==> src/rtl/dsx_pkg.sv <==
package dsx_pkg;

  typedef enum logic [2:0] {
    OP_ADD  = 3'd0,
    OP_SUB  = 3'd1,
    OP_AND  = 3'd2,
    OP_OR   = 3'd3,
    OP_XOR  = 3'd4,
    OP_LDI  = 3'd5,
    OP_PASS = 3'd6,
    OP_NOR  = 3'd7
  } dsx_op_e;

  // operand A is consumed by every op except the immediate load
  function automatic logic op_reads_a(input logic [2:0] op);
    return (op != 3'(OP_LDI));
  endfunction

  // operand B is ignored by the immediate load and the copy
  function automatic logic op_reads_b(input logic [2:0] op);
    return (op != 3'(OP_LDI)) && (op != 3'(OP_PASS));
  endfunction

endpackage

==> src/rtl/dsx_regfile.sv <==
module dsx_regfile #(
  parameter int DATA_W = 16,
  parameter int NREG   = 8,
  localparam int AW    = $clog2(NREG)
) (
  input  logic              clk,
  input  logic              rst_n,
  input  logic [AW-1:0]     rd_addr [2],
  output logic [DATA_W-1:0] rd_data [2],
  input  logic              wr_en,
  input  logic [AW-1:0]     wr_addr,
  input  logic [DATA_W-1:0] wr_data
);

  logic [DATA_W-1:0] regs [NREG];

  // write lands on the clock edge: a same-cycle read sees the old value
  always_ff @(posedge clk or negedge rst_n) begin
    if (!rst_n) begin
      for (int i = 0; i < NREG; i++) regs[i] <= '0;
    end else if (wr_en) begin
      regs[wr_addr] <= wr_data;
    end
  end

  for (genvar p = 0; p < 2; p++) begin : g_rd
    assign rd_data[p] = regs[rd_addr[p]];
  end

endmodule

==> src/rtl/dsx_hazard.sv <==
module dsx_hazard #(
  parameter int NREG   = 8,
  parameter int BYPASS = 1,
  localparam int AW    = $clog2(NREG)
) (
  input  logic          in_valid,
  input  logic [2:0]    in_op,
  input  logic [AW-1:0] src_a,
  input  logic [AW-1:0] src_b,
  input  logic          s2_valid,
  input  logic [AW-1:0] s2_dst,
  output logic          hit_a,
  output logic          hit_b,
  output logic          stall
);
  import dsx_pkg::*;

  localparam bit HOLD_ISSUE = (BYPASS == 0);

  assign hit_a = s2_valid && op_reads_a(in_op) && (src_a == s2_dst);
  assign hit_b = s2_valid && op_reads_b(in_op) && (src_b == s2_dst);
  assign stall = HOLD_ISSUE && in_valid && (hit_a || hit_b);

endmodule

==> src/rtl/dsx_alu.sv <==
module dsx_alu #(
  parameter int DATA_W = 16
) (
  input  dsx_pkg::dsx_op_e  op,
  input  logic [DATA_W-1:0] a,
  input  logic [DATA_W-1:0] b,
  input  logic [DATA_W-1:0] imm,
  output logic [DATA_W-1:0] y
);
  import dsx_pkg::*;

  always_comb begin
    case (op)
      OP_ADD:  y = a + b;
      OP_SUB:  y = a - b;
      OP_AND:  y = a & b;
      OP_OR:   y = a | b;
      OP_XOR:  y = a ^ b;
      OP_LDI:  y = imm;
      OP_PASS: y = a;
      OP_NOR:  y = ~(a | b);
      default: y = '0;
    endcase
  end

endmodule

==> src/rtl/dual_stage_exec.sv <==
module dual_stage_exec #(
  parameter int DATA_W = 16,
  parameter int NREG   = 8,
  parameter int CNT_W  = 16,
  parameter int BYPASS = 1,
  localparam int AW    = $clog2(NREG)
) (
  input  logic              clk,
  input  logic              rst_n,
  input  logic              in_valid,
  output logic              in_ready,
  input  logic [2:0]        in_op,
  input  logic [AW-1:0]     in_dst,
  input  logic [AW-1:0]     in_src_a,
  input  logic [AW-1:0]     in_src_b,
  input  logic [DATA_W-1:0] in_imm,
  output logic              wb_valid,
  output logic [AW-1:0]     wb_dst,
  output logic [DATA_W-1:0] wb_data,
  output logic [CNT_W-1:0]  stall_count
);
  import dsx_pkg::*;

  localparam bit USE_FWD = (BYPASS != 0);

  typedef struct packed {
    logic              valid;
    dsx_op_e           op;
    logic [AW-1:0]     dst;
    logic [DATA_W-1:0] a;
    logic [DATA_W-1:0] b;
    logic [DATA_W-1:0] imm;
  } exec_slot_t;

  exec_slot_t        s2_q;
  logic [AW-1:0]     rd_addr [2];
  logic [DATA_W-1:0] rd_data [2];
  logic [DATA_W-1:0] alu_y;
  logic [DATA_W-1:0] opnd_a, opnd_b;
  logic              hit_a, hit_b, stall;
  logic              take;

  assign rd_addr[0] = in_src_a;
  assign rd_addr[1] = in_src_b;

  dsx_regfile #(.DATA_W(DATA_W), .NREG(NREG)) u_rf (
    .clk     (clk),
    .rst_n   (rst_n),
    .rd_addr (rd_addr),
    .rd_data (rd_data),
    .wr_en   (s2_q.valid),
    .wr_addr (s2_q.dst),
    .wr_data (alu_y)
  );

  dsx_hazard #(.NREG(NREG), .BYPASS(BYPASS)) u_hz (
    .in_valid (in_valid),
    .in_op    (in_op),
    .src_a    (in_src_a),
    .src_b    (in_src_b),
    .s2_valid (s2_q.valid),
    .s2_dst   (s2_q.dst),
    .hit_a    (hit_a),
    .hit_b    (hit_b),
    .stall    (stall)
  );

  dsx_alu #(.DATA_W(DATA_W)) u_alu (
    .op  (s2_q.op),
    .a   (s2_q.a),
    .b   (s2_q.b),
    .imm (s2_q.imm),
    .y   (alu_y)
  );

  // operand select: stage-2 result replaces a stale register read
  assign opnd_a = (USE_FWD && hit_a) ? alu_y : rd_data[0];
  assign opnd_b = (USE_FWD && hit_b) ? alu_y : rd_data[1];

  assign in_ready = !stall;
  assign take     = in_valid && in_ready;

  always_ff @(posedge clk or negedge rst_n) begin
    if (!rst_n) begin
      s2_q <= '0;
    end else begin
      s2_q.valid <= take;
      if (take) begin
        s2_q.op  <= dsx_op_e'(in_op);
        s2_q.dst <= in_dst;
        s2_q.a   <= opnd_a;
        s2_q.b   <= opnd_b;
        s2_q.imm <= in_imm;
      end
    end
  end

  always_ff @(posedge clk or negedge rst_n) begin
    if (!rst_n)                  stall_count <= '0;
    else if (in_valid && !in_ready) stall_count <= stall_count + 1'b1;
  end

  assign wb_valid = s2_q.valid;
  assign wb_dst   = s2_q.dst;
  assign wb_data  = alu_y;

endmodule

==> config.mk <==
export PLATFORM = sky130hd
export DESIGN_NAME = dual_stage_exec
export DESIGN_NICKNAME = d
export VERILOG_FILES = /design/src/rtl/dsx_pkg.sv /design/src/rtl/dsx_regfile.sv /design/src/rtl/dsx_hazard.sv /design/src/rtl/dsx_alu.sv /design/src/rtl/dual_stage_exec.sv
export SDC_FILE = /design/constraint.sdc
export NUM_CORES = 1
export LEC_CHECK = 0
export CAP_MARGIN = 25
export CORE_AREA = 2 2 240 124
export DETAILED_ROUTE_END_ITERATION = 8
export DIE_AREA = 0 0 242 126
export PLACE_DENSITY = 0.7
export SLEW_MARGIN = 20
export SYNTH_ARGS = -nofsm -noshare
export SYNTH_HDL_FRONTEND = slang
export SYNTH_HIERARCHICAL = 1
export SYNTH_SLANG_ARGS = --single-unit
==> constraint.sdc <==
create_clock -name clk -period 3.4 [get_ports clk]
set_input_delay 0.34 -clock clk [delete_from_list [all_inputs] [get_ports clk]]
set_output_delay 0.34 -clock clk [all_outputs]
set_load 0.01 [all_outputs]
# After elaboration in Yosys (flattened, before gate mapping)
# Index checks and enable logic that the tools add are counted.
# word_totals
input_bits	31
register_bits	183
# classes
muxes	12
reduce_logical	7
n_eq_ne	11
n_lt_le_gt_ge	4
bitwise	7
add_sub_neg	2
# ops
cell	count
bitwise mux 128 bit	1
one-hot mux 16 bit (8 select lines)	1
2-to-1 mux 16 bit	7
binary-select mux 16 bit (select 3 bit)	2
demux 16 bit (select 3 bit)	1
adder 16 bit	1
bitwise AND 16 bit	1
inverter 16 bit	1
OR 16 bit	1
subtractor 16 bit	1
XOR 16 bit	1
equality test 3 bit (second input constant)	4
>= comparator 4 bit (second input constant)	3
inverter 3 -> 4 bit	3
equality test 3 x 2 -> 1 bit (second input constant)	2
equality test 3 bit	2
logical AND 1 bit	6
inequality test 3 bit (second input constant)	2
less-than comparator 4 x 1 -> 1 bit (second input constant)	1
equality test 3 x 1 -> 1 bit (second input constant)	1
zero test 3 bit	1

# Logic depth before layout (Yosys ltp)
# depth
word_depth	6
mapped_depth	18

# By module
# Netlist, hierarchy kept.
# modules_own_cells
mod	cells_each	n_inst	area_each_um2
dsx_regfile	393	1	7000.5
dual_stage_exec	294	1	3032.9
dsx_alu	336	1	2411.1
dsx_hazard	14	1	105.1

# Worst setup path after synthesis
# Ideal clock, no wire load.
# synth_timing
path_kind	flip-flop to flip-flop
start	reg s2_q[52] (netlist name)
end	reg s2_q[26] (netlist name)
path_slack_ps	-427
path_stages_with_launch	14
required_time_ps	3317
setup_time_ps	83
arrival_ps	3744
cell_sequence	dfrtp_1 clkbuf_1 or2_2 nor2_2 mux2i_1 fa_1 a211oi_1 nor2_1 a2111oi_2 o21ai_1 xnor2_1 o21ai_0 mux2i_1 o21ai_0
# synth_between
elab_chain_len	3
# synth_lines
element	line_no	rtl
equality test 3 bit, or another cell as far along	dsx_alu.sv:13	case (op)
one-hot mux 16 bit (8 select lines) *	dsx_alu.sv:13	
via wb_data[10]	dual_stage_exec.sv:19	output logic [DATA_W-1:0] wb_data,
2-to-1 mux 16 bit *	dual_stage_exec.sv:78	assign opnd_b = (USE_FWD && hit_b) ? alu_y : rd_data[1];
# Mark *: on every way through the listed nets, which the timed path passes. The rest lies on a longest branch.
# A chain may end at the register's enable or synchronous reset.

# Worst setup path after layout
# layout_timing
start	reg s2_q[17] (netlist name)
end	out wb_data[10]
# layout_between
elab_chain_len	2
# layout_lines
element	line_no
subtractor 16 bit / adder 16 bit (equally long branches)	dsx_alu.sv:15, dsx_alu.sv:14
one-hot mux 16 bit (8 select lines) *	dsx_alu.sv:13
end: declaration	dual_stage_exec.sv:19
# Mark *: on every way between the ends. The rest lies on a longest branch, timed or not.

==> out/qor.json <==
{
  "run_status": {"value": "complete, but fails checks"},
  "failed_checks": {"value": "negative setup slack"},
  "layout.filler_cells": {"value": 2396},
  "first_pass_grt_wire_length": {"value": 53.5, "unit": "mm"},
  "timing.critical_path.required": {"value": 3.06, "unit": "ns"},
  "clock_tree.root_cell": {"value": "sky130_fd_sc_hd__clkbuf_16"},
  "overall_routed_net_length": {"value": 34.6, "unit": "mm"},
  "design.portCount": {"value": 68},
  "placementRows": {"value": 44},
  "die_y": {"value": 126, "unit": "um"},
  "yosys.area.top_type": {"value": "sky130_fd_sc_hd__dfrtp_1"},
  "vias_post_dr": {"value": 8958},
  "ys_seq_elements": {"value": 199},
  "maximum_number_of_pins_on_one_net_before_global_route_repair": {"value": 87},
  "drt_first_pass_iters": {"value": 5},
  "min-delay-path-class": {"value": "input pin to flip-flop"},
  "max-cap-violations": {"value": 0},
  "post-synth-top-area-fraction": {"value": 39.7, "unit": "%"},
  "remaining_drc_errors": {"value": 0},
  "first_global_vias": {"value": 8989},
  "arrival": {"value": 3.47, "unit": "ns"},
  "finalClockSkew": {"value": 0.0129, "unit": "ns"},
  "grt_antenna_before_repair": {"value": 1},
  "r2r_setup_slack": {"value": -0.09, "unit": "ns"},
  "post_synth_main_area_contributors": {"value": "sky130_fd_sc_hd__dfrtp_1 40%, sky130_fd_sc_hd__mux2_2 15%, sky130_fd_sc_hd__mux4_1 12%"},
  "finalWorstSetupSlack": {"value": -0.409, "unit": "ns"},
  "min_path_cells": {"value": 3},
  "clkLatencyLatePin": {"value": 0.45, "unit": "ns"},
  "cts_made_buffers": {"value": 17},
  "full_die_area": {"value": 30500, "unit": "um^2"},
  "min_period_over_period": {"value": 112, "unit": "%"},
  "max-vdd-ir-drop": {"value": 0.000850, "unit": "V"},
  "detail_route.vias_per_cell": {"value": 5.66},
  "dpl.hpwl": {"value": 23.3, "unit": "mm"},
  "die-width": {"value": 242, "unit": "um"},
  "ys_seq_area_share": {"value": 39.7, "unit": "%"},
  "area_of_the_multi_input_gates": {"value": 7480, "unit": "um^2"},
  "finalHoldViolCount": {"value": 0},
  "start_kind": {"value": "flip-flop"},
  "placed_cells_incl_taps": {"value": 1537},
  "met1Wirelength": {"value": 17.1, "unit": "mm"},
  "postSynthCellCount": {"value": 1037},
  "topRoutingLayerUsed": {"value": "met5"},
  "met3_wirelength": {"value": 2.26, "unit": "mm"},
  "dpl_worst_slack": {"value": -0.497, "unit": "ns"},
  "rsz0062_at_grt": {"value": "yes"},
  "grt_use_total": {"value": 23.0, "unit": "%"},
  "final-seq-area": {"value": 4980, "unit": "um^2"},
  "coreArea": {"value": 28400, "unit": "um^2"},
  "yosysWarningCount": {"value": 6},
  "nNetsFinal": {"value": 1258},
  "max_slew_headroom": {"value": 38.0, "unit": "%"},
  "setup.worst_path.class": {"value": "flip-flop to output port"},
  "clock_tree_from_tritoncts": {"value": "yes"},
  "synth.lib_cells_used.distinct": {"value": 66},
  "htreeDepth": {"value": 4},
  "utilization": {"value": 54.1, "unit": "%"},
  "mappedNetlistNets": {"value": 1118},
  "hold-worst-slack": {"value": 0.418, "unit": "ns"},
  "grt_overflow_total": {"value": 0},
  "layout-drive-gt1-share": {"value": 37.4, "unit": "%"},
  "maxSlewViolCount": {"value": 0},
  "first_iter_violations": {"value": 794},
  "clock_path_buffers": {"value": 2},
  "synth-edff-count": {"value": 0},
  "routed-wl-met2": {"value": 14.7, "unit": "mm"},
  "timing.critical_path.fanout_max": {"value": 4},
  "clock_sinks": {"value": 199},
  "avgRoutedWirePerCell": {"value": 21.9, "unit": "um"},
  "timing.reg2reg.worst_path_depth": {"value": 18},
  "total_power": {"value": 15300, "unit": "uW"},
  "register_clock_pin_slew_on_the_reported_worst_setup_and_hold_paths": {"value": 0.08, "unit": "ns"},
  "power_density_cells": {"value": 994, "unit": "nW/um^2"},
  "most_used_flip_flop_cell_after_synthesis": {"value": "sky130_fd_sc_hd__dfrtp_1"},
  "remaining_number_of_nets_flagged_by_the_antenna_check_after_routing": {"value": 0},
  "synth_area_per_cell": {"value": 12.1, "unit": "um^2"},
  "place_congestion": {"value": 0.957},
  "maxClockFrequency": {"value": 263, "unit": "MHz"},
  "port-buffer-count": {"value": 66},
  "area_delta_synth_final": {"value": 22.4, "unit": "%"},
  "final_critical_delay_including_setup_and_external_delays": {"value": 3.81, "unit": "ns"},
  "floorplan.initialDensity": {"value": 44.2, "unit": "%"},
  "mappedNetlistArea": {"value": 12500, "unit": "um^2"},
  "setup_viol_count_final": {"value": 42},
  "ys_async_sr_fraction": {"value": 100, "unit": "%"},
  "p_leak": {"value": 0.00697, "unit": "uW"},
  "critical_path.endpoint_type": {"value": "output port"},
  "max_slew.worst_pin.slew": {"value": 0.926, "unit": "ns"},
  "fin_cells": {"value": 1582}
}
-- final cells by class --
cell class	count	area share, %
Antenna cell	1	0.0163
Timing Repair Buffer	191	10.9
Sequential cell	199	32.4
Multi-Input combinational cell	729	48.7
Tap cell	391	3.18
Clock inverter	14	1.08
Clock buffer	18	2.79
Inverter	39	0.953
-- kinds of logic (layout without fill, tap and decap cells) --
kind of cell               count (synthesis)  in the layout  share of synthesized area, %
AOI/OAI and AO/OA                        131            131                          6.46
xor gates and xnor gates                  62             62                          4.39
adders and majority gates                 50             50                          5.04
buffers and inverters                    109            262                          4.42
DFF                                      199            199                          39.7
muxes                                    280            280                          32.1
other                                      1              2                        0.0299
and+or+nand+nor                          205            205                          7.89
-- state kept, by name, indices dropped and copies added (netlist names) --
signal	flops
s2_q	51
stall_count	16
u_rf/regs	128
wb_dst	3
wb_valid	1
-- cells in the final DEF (no fill, tap or decap), drive strengths merged, types with 20 or more instances in the layout --
master,n
mux2i,45
dfrtp,199
a21oi,22
nor2,25
o21ai,62
mux4,64
inv,44
mux2,171
nand2,137
buf,139
ha,49
clkdlybuf4s50,49
xor2,20
xnor2,42
-- power by group --
part	total, uW	switching (uW)	leakage (uW)	internal (uW)
logic	9080	4340	0.00414	4730
registers	4100	808	0.00255	3290
clock network	2090	987	0.000278	1110
-- cell usage after synthesis, types with 2 or more instances --
cell	number
sky130_fd_sc_hd__clkbuf_1	19
sky130_fd_sc_hd__buf_4	10
sky130_fd_sc_hd__nand4_2	2
sky130_fd_sc_hd__a21oi_1	22
sky130_fd_sc_hd__o31ai_1	3
sky130_fd_sc_hd__buf_6	10
sky130_fd_sc_hd__dfrtp_1	199
sky130_fd_sc_hd__buf_1	7
sky130_fd_sc_hd__o21a_1	2
sky130_fd_sc_hd__xor2_1	20
sky130_fd_sc_hd__nor3_1	3
sky130_fd_sc_hd__nor2b_1	5
sky130_fd_sc_hd__mux2i_1	45
sky130_fd_sc_hd__a22oi_1	3
sky130_fd_sc_hd__o22ai_1	6
sky130_fd_sc_hd__a21o_1	3
sky130_fd_sc_hd__mux4_2	8
sky130_fd_sc_hd__nand4b_2	3
sky130_fd_sc_hd__inv_1	38
sky130_fd_sc_hd__a211oi_1	6
sky130_fd_sc_hd__nand2b_1	2
sky130_fd_sc_hd__nor2_1	24
sky130_fd_sc_hd__buf_2	21
sky130_fd_sc_hd__mux2_2	171
sky130_fd_sc_hd__nand4_1	4
sky130_fd_sc_hd__nand2_1	137
sky130_fd_sc_hd__mux4_1	56
sky130_fd_sc_hd__xnor2_1	41
sky130_fd_sc_hd__o21ai_0	59
sky130_fd_sc_hd__ha_1	49
sky130_fd_sc_hd__o21ai_1	3
sky130_fd_sc_hd__a31oi_1	3
sky130_fd_sc_hd__clkbuf_2	2
sky130_fd_sc_hd__a221oi_1	8
sky130_fd_sc_hd__nand3_1	9
sky130_fd_sc_hd__a32oi_1	3
sky130_fd_sc_hd__nor4bb_1	2
-- final timing paths --
path                       startpoint       endpoint
setup / recovery             s2_q[17]    wb_data[10]
hold / removal              in_imm[4]        s2_q[4]
setup reg to reg             s2_q[16]       s2_q[25]
hold reg to reg               s2_q[5]        s2_q[5]
max in group asynchronous       rst_n  u_rf/regs[90]
min in group asynchronous       rst_n       s2_q[13]
-- routing by layer --
| layer | vias to the layer above | global-route usage, % |
|---|---|---|
| li1 | 4079 | - |
| met1 | 4581 | 34.8 |
| met2 | 255 | 33.2 |
| met3 | 41 | 5.39 |
| met4 | 2 | 5.70 |
| met5 | - | 0 |
-- worst max-delay path, stage by stage (launching register included) --
cell,delay (ns)
sky130_fd_sc_hd__dfrtp_1,0.41
sky130_fd_sc_hd__or3_4,0.43
sky130_fd_sc_hd__nor3b_4,0.25
sky130_fd_sc_hd__buf_6,0.13
sky130_fd_sc_hd__nor2_2,0.03
sky130_fd_sc_hd__xnor2_1,0.12
sky130_fd_sc_hd__ha_1,0.32
sky130_fd_sc_hd__buf_6,0.14
sky130_fd_sc_hd__a2111oi_4,0.32
sky130_fd_sc_hd__buf_4,0.19
sky130_fd_sc_hd__o21ai_4,0.08
sky130_fd_sc_hd__xnor2_1,0.15
sky130_fd_sc_hd__o21ai_2,0.25
sky130_fd_sc_hd__buf_2,0.19
-- stage by stage --
step	TNS [ns]	instance area, um^2
3_3_place_gp	-7.90	14300
6_report	-4.61	15400
4_1_cts	-3.09	15100
3_5_place_dp	-9.98	14300
2_1_floorplan	-0.0195	12600
5_1_grt	-13.45	15400
-- timing repair --
item,CTS,global route
endpoints found under the setup margin,96,114
cloned,0,0
hold buffers,1,0
gates resized for setup,105,71
pin swaps,46,33
setup buffers,13,4
hold endpoints to repair,73,0
(Power assumes the default switching activity.)
